`config.mk`:
```
export PLATFORM = sky130hd
export DESIGN_NAME = vid_port_regs
export DESIGN_NICKNAME = d
export VERILOG_FILES = /design/src/rtl/vpr_pkg.sv /design/src/rtl/vpr_ctrl.sv /design/src/rtl/vpr_data.sv /design/src/rtl/vid_port_regs.sv
export SDC_FILE = /design/constraint.sdc
export NUM_CORES = 1
export LEC_CHECK = 0
export BUFFER_PORTS_ARGS = -buffer_cell sky130_fd_sc_hd__clkbuf_2
export CORE_UTILIZATION = 67
export CTS_CLUSTER_DIAMETER = 60
export CTS_CLUSTER_SIZE = 16
export DETAILED_ROUTE_END_ITERATION = 10
export PLACE_DENSITY = 0.84
export SYNTH_ARGS = -nofsm -noshare
export SYNTH_HDL_FRONTEND = slang
export SYNTH_SLANG_ARGS = --single-unit
```
`constraint.sdc`:
```
create_clock -name clk -period 5.1 [get_ports clk]
set_clock_uncertainty 0.2 [all_clocks]
set_input_delay 0 -clock clk [delete_from_list [all_inputs] [get_ports clk]]
set_output_delay 0 -clock clk [all_outputs]
set_load 0.05 [all_outputs]
```
`src/rtl/vpr_pkg.sv`:
```
package vpr_pkg;
  typedef enum logic [1:0] {
    LK_SHUT = 2'd0,
    LK_HALF = 2'd1,
    LK_OPEN = 2'd2
  } lockState_t;

  // strobes from control to datapath, all valid for one cycle
  typedef struct packed {
    logic miscWr;
    logic idxWr;
    logic stdWr;
    logic extWr;
    logic rdMisc;
    logic rdIdx;
    logic rdData;
    logic rdMiss;
  } portStrobe_t;

  localparam logic [7:0] IDX_LOCK   = 8'h30;
  localparam logic [7:0] IDX_STATUS = 8'h33;
  localparam logic [7:0] IDX_SIG0   = 8'h35;
  localparam logic [7:0] IDX_SIG1   = 8'h36;
  localparam logic [7:0] IDX_MODESW = 8'h3F;
  localparam logic [7:0] IDX_PROT   = 8'h11;
  localparam logic [7:0] KEY_FIRST  = 8'h57;
  localparam logic [7:0] KEY_SECOND = 8'h4C;
  localparam logic [7:0] SIG_CHAR0  = 8'h43;
  localparam logic [7:0] SIG_CHAR1  = 8'h58;
endpackage

```
`src/rtl/vpr_ctrl.sv`:
```
module vpr_ctrl
  import vpr_pkg::*;
#(
  parameter int ADDR_W = 16,
  parameter int STD_CNT = 25,
  parameter int PROT_CNT = 8,
  parameter int EXT_CNT = 16,
  parameter logic [7:0] EXT_BASE = 8'h40,
  parameter logic [ADDR_W-1:0] COLOR_IDX = 16'h3D4,
  parameter logic [ADDR_W-1:0] MONO_IDX = 16'h3B4,
  parameter logic [ADDR_W-1:0] MISC_WR = 16'h3C2,
  parameter logic [ADDR_W-1:0] MISC_RD = 16'h3CC
) (
  input  logic              clk,
  input  logic              rstN,
  input  logic [ADDR_W-1:0] portAddr,
  input  logic              portWr,
  input  logic              portRd,
  input  logic [7:0]        portWdata,
  input  logic              vblankPulse,
  input  logic              colorSel,
  input  logic [7:0]        curIdx,
  input  logic              stdProtect,
  output portStrobe_t       strb,
  output logic              extOpen,
  output logic              modeSwitch,
  output logic              validPending
);
  localparam int EXT_AW = $clog2(EXT_CNT);
  localparam logic [7:0] STD_LAST = 8'(STD_CNT - 1);
  localparam logic [7:0] PROT_LAST = 8'(PROT_CNT - 1);

  lockState_t lockState;
  logic [ADDR_W-1:0] idxPort, dataPort;
  logic hitIdx, hitData, dataWr, lockWr, msWr, inExt, inStd;

  always_comb begin
    idxPort  = colorSel ? COLOR_IDX : MONO_IDX;
    dataPort = idxPort + ADDR_W'(1);
    hitIdx   = (portAddr == idxPort);
    hitData  = (portAddr == dataPort);
    dataWr   = portWr && hitData;
    inStd    = (curIdx <= STD_LAST);
    inExt    = (curIdx[7:EXT_AW] == EXT_BASE[7:EXT_AW]);
    lockWr   = dataWr && (curIdx == IDX_LOCK);
    msWr     = dataWr && (curIdx == IDX_MODESW) && extOpen;

    strb.miscWr = portWr && (portAddr == MISC_WR);
    strb.idxWr  = portWr && hitIdx;
    strb.stdWr  = dataWr && inStd && !(stdProtect && (curIdx <= PROT_LAST));
    strb.extWr  = dataWr && inExt && extOpen;
    strb.rdMisc = portRd && (portAddr == MISC_RD);
    strb.rdIdx  = portRd && hitIdx;
    strb.rdData = portRd && hitData;
    strb.rdMiss = portRd && !(portAddr == MISC_RD) && !hitIdx && !hitData;
  end

  assign extOpen = (lockState == LK_OPEN);

  always_ff @(posedge clk) begin
    if (!rstN) begin
      lockState <= LK_SHUT;
    end else if (lockWr) begin
      case (lockState)
        LK_SHUT: if (portWdata == KEY_FIRST) lockState <= LK_HALF;
        LK_HALF: lockState <= (portWdata == KEY_SECOND) ? LK_OPEN : LK_SHUT;
        LK_OPEN: if (portWdata == 8'h00) lockState <= LK_SHUT;
        default: lockState <= LK_SHUT;
      endcase
    end
  end

  always_ff @(posedge clk) begin
    if (!rstN) begin
      modeSwitch   <= 1'b0;
      validPending <= 1'b0;
    end else begin
      if (msWr) modeSwitch <= portWdata[0];
      if (msWr && modeSwitch && !portWdata[0]) validPending <= 1'b1;
      else if (vblankPulse) validPending <= 1'b0;
    end
  end
endmodule

```
`src/rtl/vpr_data.sv`:
```
module vpr_data
  import vpr_pkg::*;
#(
  parameter int STD_CNT = 25,
  parameter int EXT_CNT = 16,
  parameter logic [7:0] EXT_BASE = 8'h40
) (
  input  logic        clk,
  input  logic        rstN,
  input  portStrobe_t strb,
  input  logic [7:0]  portWdata,
  input  logic        extOpen,
  input  logic        modeSwitch,
  input  logic        validPending,
  output logic        colorSel,
  output logic [7:0]  curIdx,
  output logic        stdProtect,
  output logic [7:0]  portRdata
);
  localparam int STD_AW = $clog2(STD_CNT);
  localparam int EXT_AW = $clog2(EXT_CNT);
  localparam logic [7:0] STD_LAST = 8'(STD_CNT - 1);

  logic [7:0] miscReg;
  logic [7:0] stdBank [STD_CNT];
  logic [7:0] extBank [EXT_CNT];
  logic [7:0] dataVal;

  assign colorSel   = miscReg[0];
  assign stdProtect = stdBank[IDX_PROT[STD_AW-1:0]][7];

  always_ff @(posedge clk) begin
    if (!rstN) begin
      miscReg <= 8'h01;
      curIdx  <= 8'h00;
    end else begin
      if (strb.miscWr) miscReg <= portWdata;
      if (strb.idxWr)  curIdx  <= portWdata;
    end
  end

  always_ff @(posedge clk) begin
    if (!rstN) begin
      for (int i = 0; i < STD_CNT; i++) stdBank[i] <= 8'h00;
    end else if (strb.stdWr) begin
      stdBank[curIdx[STD_AW-1:0]] <= portWdata;
    end
  end

  always_ff @(posedge clk) begin
    if (!rstN) begin
      for (int i = 0; i < EXT_CNT; i++) extBank[i] <= 8'h00;
    end else if (strb.extWr) begin
      extBank[curIdx[EXT_AW-1:0]] <= portWdata;
    end
  end

  always_comb begin
    if (curIdx <= STD_LAST)                             dataVal = stdBank[curIdx[STD_AW-1:0]];
    else if (curIdx[7:EXT_AW] == EXT_BASE[7:EXT_AW])    dataVal = extBank[curIdx[EXT_AW-1:0]];
    else if (curIdx == IDX_LOCK)                        dataVal = {7'b0, extOpen};
    else if (curIdx == IDX_STATUS)                      dataVal = {validPending, 7'b0};
    else if (curIdx == IDX_SIG0)                        dataVal = SIG_CHAR0;
    else if (curIdx == IDX_SIG1)                        dataVal = SIG_CHAR1;
    else if (curIdx == IDX_MODESW)                      dataVal = {7'b0, modeSwitch};
    else                                                dataVal = 8'h00;
  end

  always_ff @(posedge clk) begin
    if (!rstN)            portRdata <= 8'h00;
    else if (strb.rdMisc) portRdata <= miscReg;
    else if (strb.rdIdx)  portRdata <= curIdx;
    else if (strb.rdData) portRdata <= dataVal;
    else if (strb.rdMiss) portRdata <= 8'hFF;
  end
endmodule

```
`src/rtl/vid_port_regs.sv`:
```
module vid_port_regs
  import vpr_pkg::*;
#(
  parameter int ADDR_W = 16,
  parameter int STD_CNT = 25,
  parameter int PROT_CNT = 8,
  parameter int EXT_CNT = 16,
  parameter logic [7:0] EXT_BASE = 8'h40
) (
  input  logic              clk,
  input  logic              rstN,
  input  logic [ADDR_W-1:0] portAddr,
  input  logic              portWr,
  input  logic              portRd,
  input  logic [7:0]        portWdata,
  output logic [7:0]        portRdata,
  input  logic              vblankPulse,
  output logic              modeSwitch,
  output logic              validPending,
  output logic              extOpen
);
  portStrobe_t strb;
  logic colorSel, stdProtect;
  logic [7:0] curIdx;

  vpr_ctrl #(
    .ADDR_W(ADDR_W), .STD_CNT(STD_CNT), .PROT_CNT(PROT_CNT),
    .EXT_CNT(EXT_CNT), .EXT_BASE(EXT_BASE)
  ) i_ctrl (
    .clk(clk), .rstN(rstN), .portAddr(portAddr), .portWr(portWr),
    .portRd(portRd), .portWdata(portWdata), .vblankPulse(vblankPulse),
    .colorSel(colorSel), .curIdx(curIdx), .stdProtect(stdProtect),
    .strb(strb), .extOpen(extOpen), .modeSwitch(modeSwitch),
    .validPending(validPending)
  );

  vpr_data #(
    .STD_CNT(STD_CNT), .EXT_CNT(EXT_CNT), .EXT_BASE(EXT_BASE)
  ) i_data (
    .clk(clk), .rstN(rstN), .strb(strb), .portWdata(portWdata),
    .extOpen(extOpen), .modeSwitch(modeSwitch), .validPending(validPending),
    .colorSel(colorSel), .curIdx(curIdx), .stdProtect(stdProtect),
    .portRdata(portRdata)
  );
endmodule

```
# ---- After elaboration in Yosys (flattened, before gate mapping)
# Memory sizes are Yosys's and may differ from the RTL's. A register that Yosys moved wholly into a read port is not among the register bits.
# Index checks and enable logic that the tools add are counted.
dict set report totals {
  reg_bits 28
  latch_bits 0
  ramBits 328
  rom_bits 0
  output_inout_bits 11
  memories 2
}
# memory depth width read_ports rd_ports_with_merged_regs wr line_no
set memory_table {}
lappend memory_table {i_data.stdBank 25 8 2 1 25 vpr_data.sv:25} ;# logic [7:0] stdBank [STD_CNT];
lappend memory_table {i_data.extBank 16 8 1 1 16 vpr_data.sv:26} ;# logic [7:0] extBank [EXT_CNT];
dict set report op_classes {
  addsub 1
  multipliers 0
  div 0
  n_lt_le_gt_ge 2
  n_eq_ne 16
  n_shift 0
  mux 35
  bitwise 0
  n_reduce_logical 31
}
# cell n
set ops {}
lappend ops {{$mux 8} 12}
lappend ops {{$eq 8x6->1 const B} 5}
lappend ops {{$eq 16x10->1 const B} 2}
lappend ops {{$eq 16x16->1} 2}
lappend ops {{$logic_and 1x1->1} 19}
lappend ops {{$add 16x1->16 const B} 1}
lappend ops {{$eq 8x7->1 const B} 2}
lappend ops {{$reduce_or 8->1} 2}
lappend ops {{$mux 5} 3}
lappend ops {{$mux 1} 12}
lappend ops {{$mux 4} 3}
lappend ops {{$le 8x3->1 const B} 1}
lappend ops {{$le 8x5->1 const B} 1}
lappend ops {{$logic_not 8->1} 1}
lappend ops {{$mux 7} 1}
lappend ops {{$mux 2} 3}
lappend ops {{$pmux 2 s3} 1}
lappend ops {{$logic_not 1->1} 5}
lappend ops {{$eq 4x3->1 const B} 1}
lappend ops {{$reduce_bool 4->1} 1}
lappend ops {{$reduce_and 3->1} 1}
lappend ops {{$eq 2x1->1 const B} 1}
lappend ops {{$eq 2x2->1 const B} 1}
lappend ops {{$logic_not 2->1} 1}
lappend ops {{3 further kinds} 3}

# ---- Longest topological paths before layout
# Gate-level depths: netlist of the first run.
dict set report logic_depth {
  depth_word 11
  ltp_mapped 8
  mapped_depth_nobuf 5
}

# ---- Cells and area by module
# Synthesis of the first run repeated with hierarchy kept, for this count alone.
dict set report hier_totals {
  cells_unflattened 1287
  area_unflattened_um2 19180.9
}
# module n_inst cells_each area_per_inst_um2
set by_module_without_submodules {}
lappend by_module_without_submodules {vpr_data 1 1226 18714.2}
lappend by_module_without_submodules {vpr_ctrl 1 61 466.7}

# ---- Worst setup path before layout of the first run
# OpenSTA, ideal clock, no wires.
dict set report synth_timing {
  path_type {flip-flop to flip-flop}
  startpoint {register i_ctrl.lockState[0]}
  endpoint {memory i_data.extBank[10][0], enable pin}
  arrival_time_ns 2.318
  t_required_ns 4.566
  slack_ns 2.248
  path_stages_with_launch 7
  path_buffers 1
  period_less_slack_ns 2.852
  cell_sequence {dfxtp_1 nand2b_1 inv_1 nand3_1 buf_6 nor4_4 nand2b_1}
}
# element line_no
set synth_rtl {}
lappend synth_rtl {{start: declaration} vpr_ctrl.sv:33} ;# lockState_t lockState;
lappend synth_rtl {{start signal: assignment} vpr_ctrl.sv:66} ;# LK_HALF: lockState <= (portWdata == KEY_SECOND) ? LK_OPEN : LK_SHUT;
lappend synth_rtl {{end: declaration} vpr_data.sv:26}

# ---- Final worst setup path of the first run
dict set report layout_timing {
  startpoint {register i_data.miscReg[0]}
  endpoint {register i_data.portRdata[2]}
}
dict set report layout_via {
  elab_chain_len 7
  word_cells_on_any_way 14
  classes_between {add/sub (1); eq/ne (2); mux (4); reduce/logical (7)}
}
# element line_no
set layout_lines {}
lappend layout_lines {{start: declaration} vpr_data.sv:24} ;# logic [7:0] miscReg;
lappend layout_lines {{start signal: assignment} vpr_data.sv:37} ;# if (strb.miscWr) miscReg <= portWdata;
lappend layout_lines {{$mux 7 *} vpr_ctrl.sv:38} ;# idxPort = colorSel ? COLOR_IDX : MONO_IDX;
lappend layout_lines {{$add 16x1->16} vpr_ctrl.sv:39} ;# dataPort = idxPort + ADDR_W'(1);
lappend layout_lines {{$eq 16x16->1} vpr_ctrl.sv:41} ;# hitData = (portAddr == dataPort);
lappend layout_lines {{$logic_and 1x1->1} vpr_ctrl.sv:54} ;# strb.rdData = portRd && hitData;
lappend layout_lines {{$mux 8} vpr_data.sv:73} ;# else if (strb.rdData) portRdata <= dataVal;
lappend layout_lines {{$mux 8} vpr_data.sv:72} ;# else if (strb.rdIdx) portRdata <= curIdx;
lappend layout_lines {{$mux 8} vpr_data.sv:71} ;# else if (strb.rdMisc) portRdata <= miscReg;
lappend layout_lines {{end signal: assignment} vpr_data.sv:71}
lappend layout_lines {{end signal: assignment} vpr_data.sv:72}
lappend layout_lines {{end signal: assignment} vpr_data.sv:73}
lappend layout_lines {{end: declaration} vpr_data.sv:18} ;# output logic [7:0] portRdata
# Every way passes the cells marked *; elsewhere a longest branch is shown, timed or not.
# A chain may end at the register's enable or synchronous reset.

==> results of run 1 <==
cells in the mapped netlist (all sizes together) (20+ instances only):
| cell type | count | share of area, % |
|---|---|---|
| dfxtp | 33 | 3.3 |
| nor4 | 47 | 4.5 |
| nand2 | 37 | 0.70 |
| nand2b | 50 | 1.6 |
| edfxtp | 384 | 58 |
| buf | 30 | 0.85 |
| nor2 | 53 | 1.0 |
| clkbuf | 66 | 1.2 |
| and2 | 330 | 10 |
| a21oi | 20 | 0.52 |
| mux2i | 39 | 2.0 |
| mux4 | 91 | 10 |
path summary, 6_finish.rpt:
kind | from | to | slack (ns)
setup / recovery | i_data.miscReg[0] | i_data.portRdata[2] | 0.79
hold / removal | portAddr[8] | i_ctrl.modeSwitch | 0.06
setup reg to reg | i_data.miscReg[0] | i_data.portRdata[2] | 0.79
hold reg to reg | i_data.miscReg[2] | i_data.miscReg[2] | 0.31
per-stage QoR:
step | std cells | cell area [µm²]
detailed placement | 1748 | 20600
floorplan | 1396 | 20100
finish | 1832 | 21800
CTS | 1832 | 21800
global placement | 1748 | 20600
global route | 1832 | 21800
logic make-up after synthesis:
group | after synthesis
buffers and inverters | 109
other | 1
AOI/OAI and AO/OA | 82
muxes | 131
DFF | 417
and+or+nand+nor | 601
layout make-up:
class / count / area [µm²]
Timing Repair Buffer: 98 / 723
Inverter: 13 / 48.8
Clock inverter: 5 / 61.3
Clock buffer: 45 / 868
Fill cell: 1612 / 7110
Sequential cell: 417 / 12200
Tap cell: 384 / 480
Multi-Input combinational cell: 870 / 7440
worst min-delay path, cell delays in order:
cell and delay, ns:
clkbuf_2 0.09, nand4bb_1 0.24, nor4_1 0.14, nand4_1 0.17, mux2i_1 0.09, nor2_1 0.08
sequential cells by signal, indices dropped and copies added, names as in the netlist, named ones only:
register	flops
i_data.portRdata	8
i_data.curIdx	8
i_data.miscReg	8
i_ctrl.validPending	1
i_data.stdBank	256
i_ctrl.lockState	2
i_ctrl.modeSwitch	1
i_data.extBank	128
power breakdown:
| group | internal (mW) | total [mW] | switching (mW) |
|---|---|---|---|
| registers | 3.89 | 3.96 | 0.0695 |
| clock network | 1.22 | 2.38 | 1.16 |
| logic | 0.102 | 0.336 | 0.234 |
| total | 5.22 | 6.68 | 1.46 |
timing repair:
item                      4_1_cts  5_1_grt
hold endpoints to repair       76        0
hold buffers                   34        0
gates resized for setup         0        0
setup buffers                   0        0
per-layer routing:
layer | track usage, % | share of wire (%)
met4 | 12.6 | 4.0
met5 | 0 | 0
met3 | 7.02 | 13
met1 | 49.0 | 38
met2 | 51.4 | 46
==> out/metrics.csv, run 1 <==
stage,metric,value,unit
outcome,status,finished clean,
synth,ys_seq_area_share,61.3,%
finish,nets,1460,
floorplanning,ios,40,
synth,synth_seq_cells,417,
power_and_ir_drop,power_density,306,mW/mm²
synth,synthAdderAreaFrac,0,%
route,wl,50.3,mm
worst_setup_path,cp-end-kind,flip-flop,
job,cap_violations,0,
synth,synth_cell_type_count,65,
power_and_ir_drop,total_power,6.68,mW
clocking,cts_made_buffers,31,
sta,finalCritPeriodShare,84.5,%
route,drc,0,
floorplanning,die-area,0.0304,mm²
finish,areaGrowthSynthToFinish,9.76,%
synth,synth_edf_count,384,
hold_path,min_path_cells,6,
worst_setup_path,worstSetupPathType,flip-flop to flip-flop,
floorplanning,die_y,174,µm
clocking,cts_tree,built,
synth,yosysWarnings,0,
sta,worstMarginPinSlew,1.25,ns
synth,yosys_most_used_dff,edfxtp_1,
floorplanning,die_x,174,µm
finish,drive_gt1_share,17.7,%
route,drt_iter0_markers,1902,
global_routing,grt_max_degree,55,
worst_setup_path,arrival,4.59,ns
worst_setup_path,worst_r2r_path_depth,9,
synth,synth_compound_area_share,2.90,%
finish,mostFrequentLayoutCells,"384 x edfxtp_1, 330 x and2_1, 91 x mux4_2, 56 x conb_1, 53 x nor2_1",
sta,tns,0,ns
power_and_ir_drop,ir_drop,0.281,mV
finish,layout_commonest_cell,edfxtp_1,
global_routing,antenna_found_initial,0,
route,avgRoutedWirePerCell,27.5,µm
place,dp_slack,1.63,ns
synth,syn-cell-area,0.0199,mm²
floorplanning,num_rows,62,
clocking,cts.clk_slew.worst_paths,0.07,ns
synth,synthXorXnorAreaFrac,0,%
global_routing,gr-total-overflow,0,
clocking,cts_root_buffer,clkbuf_16,
worst_setup_path,cp_num_cells,9,
clocking,h-tree-depth,1,
floorplanning,initial_core_util,68.7,%
synth,synth_simple_gate_area_share,21.1,%
power_and_ir_drop,p_leak,7.72,nW
synth,synth_area_per_cell,14.8,µm²
hold_path,hp-class,primary input to flip-flop,
route,via_count,12296,
synth,synth_mux_area_share,12.3,%
worst_setup_path,required,5.38,ns
route,drt_first_pass_iters,5,
route,via_per_inst,6.71,
floorplanning,core,0.0289,mm²
sta,timing.final.ws_setup,0.792,ns
synth,synth_top_family_by_area,simple AND/OR/NAND/NOR gates,
synth,syn_inst,1341,
worst_setup_path,crit_path_cell_trace,"or3b_2, a21oi_2, dlygate4sd3_1, nand3_1, dlygate4sd3_1, o31ai_1, dlygate4sd3_1, a21oi_1, dlygate4sd3_1",
clocking,clock_path_buffers,3,
worst_setup_path,slowest_stage,dlygate4sd3_1,
sta,period_needed,4.31,ns
global_routing,track_usage,33.9,%
global_routing,grt_pass1_vias,11859,
worst_setup_path,crit_path_frequent_cell,dlygate4sd3_1,
sta,rsz0062_at_grt,no,
worst_setup_path,critPathMaxFanout,6,
finish,diodes,0,
worst_setup_path,max_stage_delay,0.71,ns
global_routing,grt_first_pass_wirelength,75.1,mm
route,ant_nets,0,
place,io_buffers,39,
synth,async_reset_ff_share,0,%
sta,fmax,232,MHz
place,hpwl,31.2,mm
worst_setup_path,worst_setup_path_start_kind,flip-flop,
sta,maxSlewViolCount,0,
sta,setup_viol,0,
place,gp_congestion,0.958,
sta,whs,0.0589,ns
sta,relSlewSlack,16.3,%
clocking,cts_sinks,417,
sta,hold_viol_final,0,
worst_setup_path,path_buf_inv,4,
clocking,clkLatencyLatePin,0.59,ns
finish,finish.utilization,75.4,%
worst_setup_path,cp_top_family,buffers and inverters,
Power figures use the tool's default switching activity.
==> inputs of run 2 (changes only) <==
--- a/config.mk
+++ b/config.mk
@@ -6,11 +6,11 @@
 export NUM_CORES = 1
 export LEC_CHECK = 0
 export BUFFER_PORTS_ARGS = -buffer_cell sky130_fd_sc_hd__clkbuf_2
-export CORE_UTILIZATION = 67
+export CORE_UTILIZATION = 63
 export CTS_CLUSTER_DIAMETER = 60
 export CTS_CLUSTER_SIZE = 16
 export DETAILED_ROUTE_END_ITERATION = 10
-export PLACE_DENSITY = 0.84
+export PLACE_DENSITY = 0.8
 export SYNTH_ARGS = -nofsm -noshare
 export SYNTH_HDL_FRONTEND = slang
 export SYNTH_SLANG_ARGS = --single-unit
==> constraint.sdc (replaced) <==
create_clock -name clk -period 4.52 [get_ports clk]
set_clock_uncertainty 0.2 [all_clocks]
set_input_delay 0 -clock clk [delete_from_list [all_inputs] [get_ports clk]]
set_output_delay 0 -clock clk [all_outputs]
set_load 0.05 [all_outputs]
==> out/metrics.csv, run 2 (synthesis gave the netlist of run 1 again) <==
stage,metric,value,unit,change
outcome,status,"finished, violations left",,
outcome,failed_checks,DRC,,
finish,finish.utilization,71.2,%,-4.2 points
finish,top_regs,"i_data.stdBank: 256 flops, i_data.extBank: 128 flops",,
route,avgRoutedWirePerCell,26.6,µm,-3.3%
route,wl,49.1,mm,-2.4%
worst_setup_path,path_buf_inv,6,,+2
floorplanning,num_rows,64,,+3.2%
route,drt_first_pass_iters,10,,+5
sta,hold_viol_final,0,,unchanged
hold_path,worst_hold_startpoint,portAddr[5],,
route,via_count,12064,,-1.9%
sta,worstMarginPinSlew,1.12,ns,-0.121 ns
clocking,cts_sinks,417,,unchanged
sta,fmax,235,MHz,
worst_setup_path,r2r_start,i_data.curIdx[4],,
sta,maxSlewViolCount,0,,unchanged
worst_setup_path,cp-end-kind,flip-flop,,
sta,finalCritPeriodShare,94.1,%,
finish,largest_reg_flops,256,,unchanged
worst_setup_path,worstSetupPathType,primary input to flip-flop,,
floorplanning,die_x,180,µm,+3.1%
power_and_ir_drop,power_density,346,mW/mm²,+13%
hold_path,worst_hold_path.endpoint,i_data.portRdata[4],,
clocking,cts_tree,built,,
finish,diodes,0,,unchanged
clocking,cts_made_buffers,31,,unchanged
worst_setup_path,crit_path_cell_trace,"dlygate4sd3_1, clkbuf_2, or4_4, dlygate4sd3_1, nor4b_2, a21oi_1, dlygate4sd3_1, o21ai_0, dlygate4sd3_1, a21oi_1, dlygate4sd3_1",,
job,cap_violations,0,,unchanged
finish,layout_commonest_cell,edfxtp_1,,
sta,whs,0.0458,ns,-0.0131 ns
place,hpwl,32.1,mm,+2.9%
route,via_per_inst,6.52,,-2.8%
worst_setup_path,max_stage_delay,0.69,ns,-0.02 ns
sta,rsz0062_at_grt,no,,
finish,n_fill_cell,1923,,+19%
worst_setup_path,worst_r2r_path_depth,7,,-2
worst_setup_path,critPathMaxFanout,6,,unchanged
finish,nets,1467,,+0.48%
finish,drive_gt1_share,17.9,%,+0.15 points
floorplanning,initial_core_util,64.5,%,-4.2 points
sta,relSlewSlack,24.0,%,+7.7 points
clocking,clkLatencyLatePin,0.57,ns,-0.02 ns
global_routing,track_usage,31.0,%,-2.9 points
worst_setup_path,crit_path_frequent_cell,dlygate4sd3_1,,
floorplanning,die_y,180,µm,+3.1%
floorplanning,core,0.0308,mm²,+6.5%
hold_path,min_path_cells,6,,unchanged
global_routing,grt_pass1_vias,11725,,-1.1%
global_routing,grt_first_pass_wirelength,73.9,mm,-1.6%
sta,setup_viol,0,,unchanged
route,drt_iter0_markers,1603,,-16%
power_and_ir_drop,p_leak,7.78,nW,+0.73%
worst_setup_path,reg2reg_slack,0.70,ns,-0.09 ns
sta,tns,0,ns,unchanged
route,ant_nets,0,,unchanged
clocking,h-tree-depth,1,,unchanged
worst_setup_path,cp_num_cells,11,,+2
worst_setup_path,r2r-end,i_ctrl.lockState[1],,
floorplanning,ios,40,,unchanged
finish,regArea,0.0122,mm²,unchanged
place,io_buffers,39,,unchanged
route,drc,6,,+6
clocking,cts_setup_buffers,0,,unchanged
global_routing,gr-total-overflow,0,,unchanged
worst_setup_path,slowest_stage,nor4b_2,,
power_and_ir_drop,ir_drop,0.308,mV,+9.4%
finish,multi_input_area,0.00746,mm²,+0.20%
global_routing,antenna_found_initial,0,,unchanged
worst_setup_path,cp_top_family,buffers and inverters,,
finish,top_register,i_data.stdBank,,
floorplanning,die-area,0.0323,mm²,+6.3%
worst_setup_path,required,4.78,ns,-0.60 ns
clocking,cts_root_buffer,clkbuf_16,,
sta,period_needed,4.25,ns,
clocking,clock_path_buffers,3,,unchanged
worst_setup_path,worst_setup_path_start_kind,primary input,,
finish,mostFrequentLayoutCells,"384 x edfxtp_1, 330 x and2_1, 91 x mux4_2, 56 x conb_1, 53 x nor2_1",,
hold_path,hp-class,primary input to flip-flop,,
place,gp_congestion,0.957,,-0.18%
clocking,cts.clk_slew.worst_paths,0.07,ns,about the same
worst_setup_path,arrival,4.51,ns,-0.08 ns
finish,areaGrowthSynthToFinish,10.4,%,
global_routing,grt_max_degree,51,,-7.3%
## run 2: cell count changes in the layout (fill, tap and decap cells not counted), sizes merged
cell         previous run  this run
bufinv                  1         4
buf                    25        28
clkbuf                 84        80
dlygate4sd3            34        38
inv                    12        11
## run 2: metrics by stage
stage	instance area, µm²	power (mW)	std cells	setup WS, ns
3_5_place_dp	20600	4.89	1763	1.23
2_1_floorplan	20100	4.72	1396	1.67
5_1_grt	22000	7.77	1849	0.141
4_1_cts	21900	7.61	1849	0.154
3_3_place_gp	20600	4.88	1763	1.37
6_report	22000	7.60	1849	0.269
## run 2: worst min-delay path, cell delays in order
cell,delay [ns]
clkbuf_2,0.13
nand3b_1,0.13
a21oi_2,0.11
nand3_1,0.15
o21ai_0,0.11
a21oi_1,0.13
## run 2: worst max-delay path by stage
stage / end / start
floorplan: i_data.extBank[10][0] / i_ctrl.lockState[0]
global placement: i_data.stdBank[15][4] / i_data.miscReg[0]
detailed placement: i_data.stdBank[15][7] / i_data.miscReg[0]
CTS: i_data.portRdata[3] / portAddr[15]
global route: i_data.portRdata[3] / portAddr[15]
finish: i_data.portRdata[3] / portAddr[15]
## run 2: layout make-up
class	instances	share of cell area [%]
flip-flops and latches	417	55.6
multi-input cells	870	34.0
inverters	13	0.222
well taps	396	2.26
clock inverters	7	0.633
clock buffers	41	3.75
repair buffers	105	3.58
## run 2: layer usage
| metal | vias up | part of all wire, % | GRT usage [%] |
|---|---|---|---|
| met5 | - | 0 | 0 |
| met4 | 0 | 3.4 | 9.86 |
| met3 | 133 | 10 | 5.35 |
| met2 | 777 | 48 | 50.1 |
| met1 | 5999 | 39 | 43.4 |
| li1 | 5155 | - | - |
## run 2: power by group
group	switching, mW	total (mW)	internal [mW]
Clock	1.26	2.76	1.49
Combinational	0.263	0.382	0.118
Sequential	0.0751	4.46	4.39
## run 2: repair_timing
action	CTS	global route
setup endpoints to repair	0	1
hold buffers	38	0
hold endpoints to repair	90	0
gates resized for setup	0	1
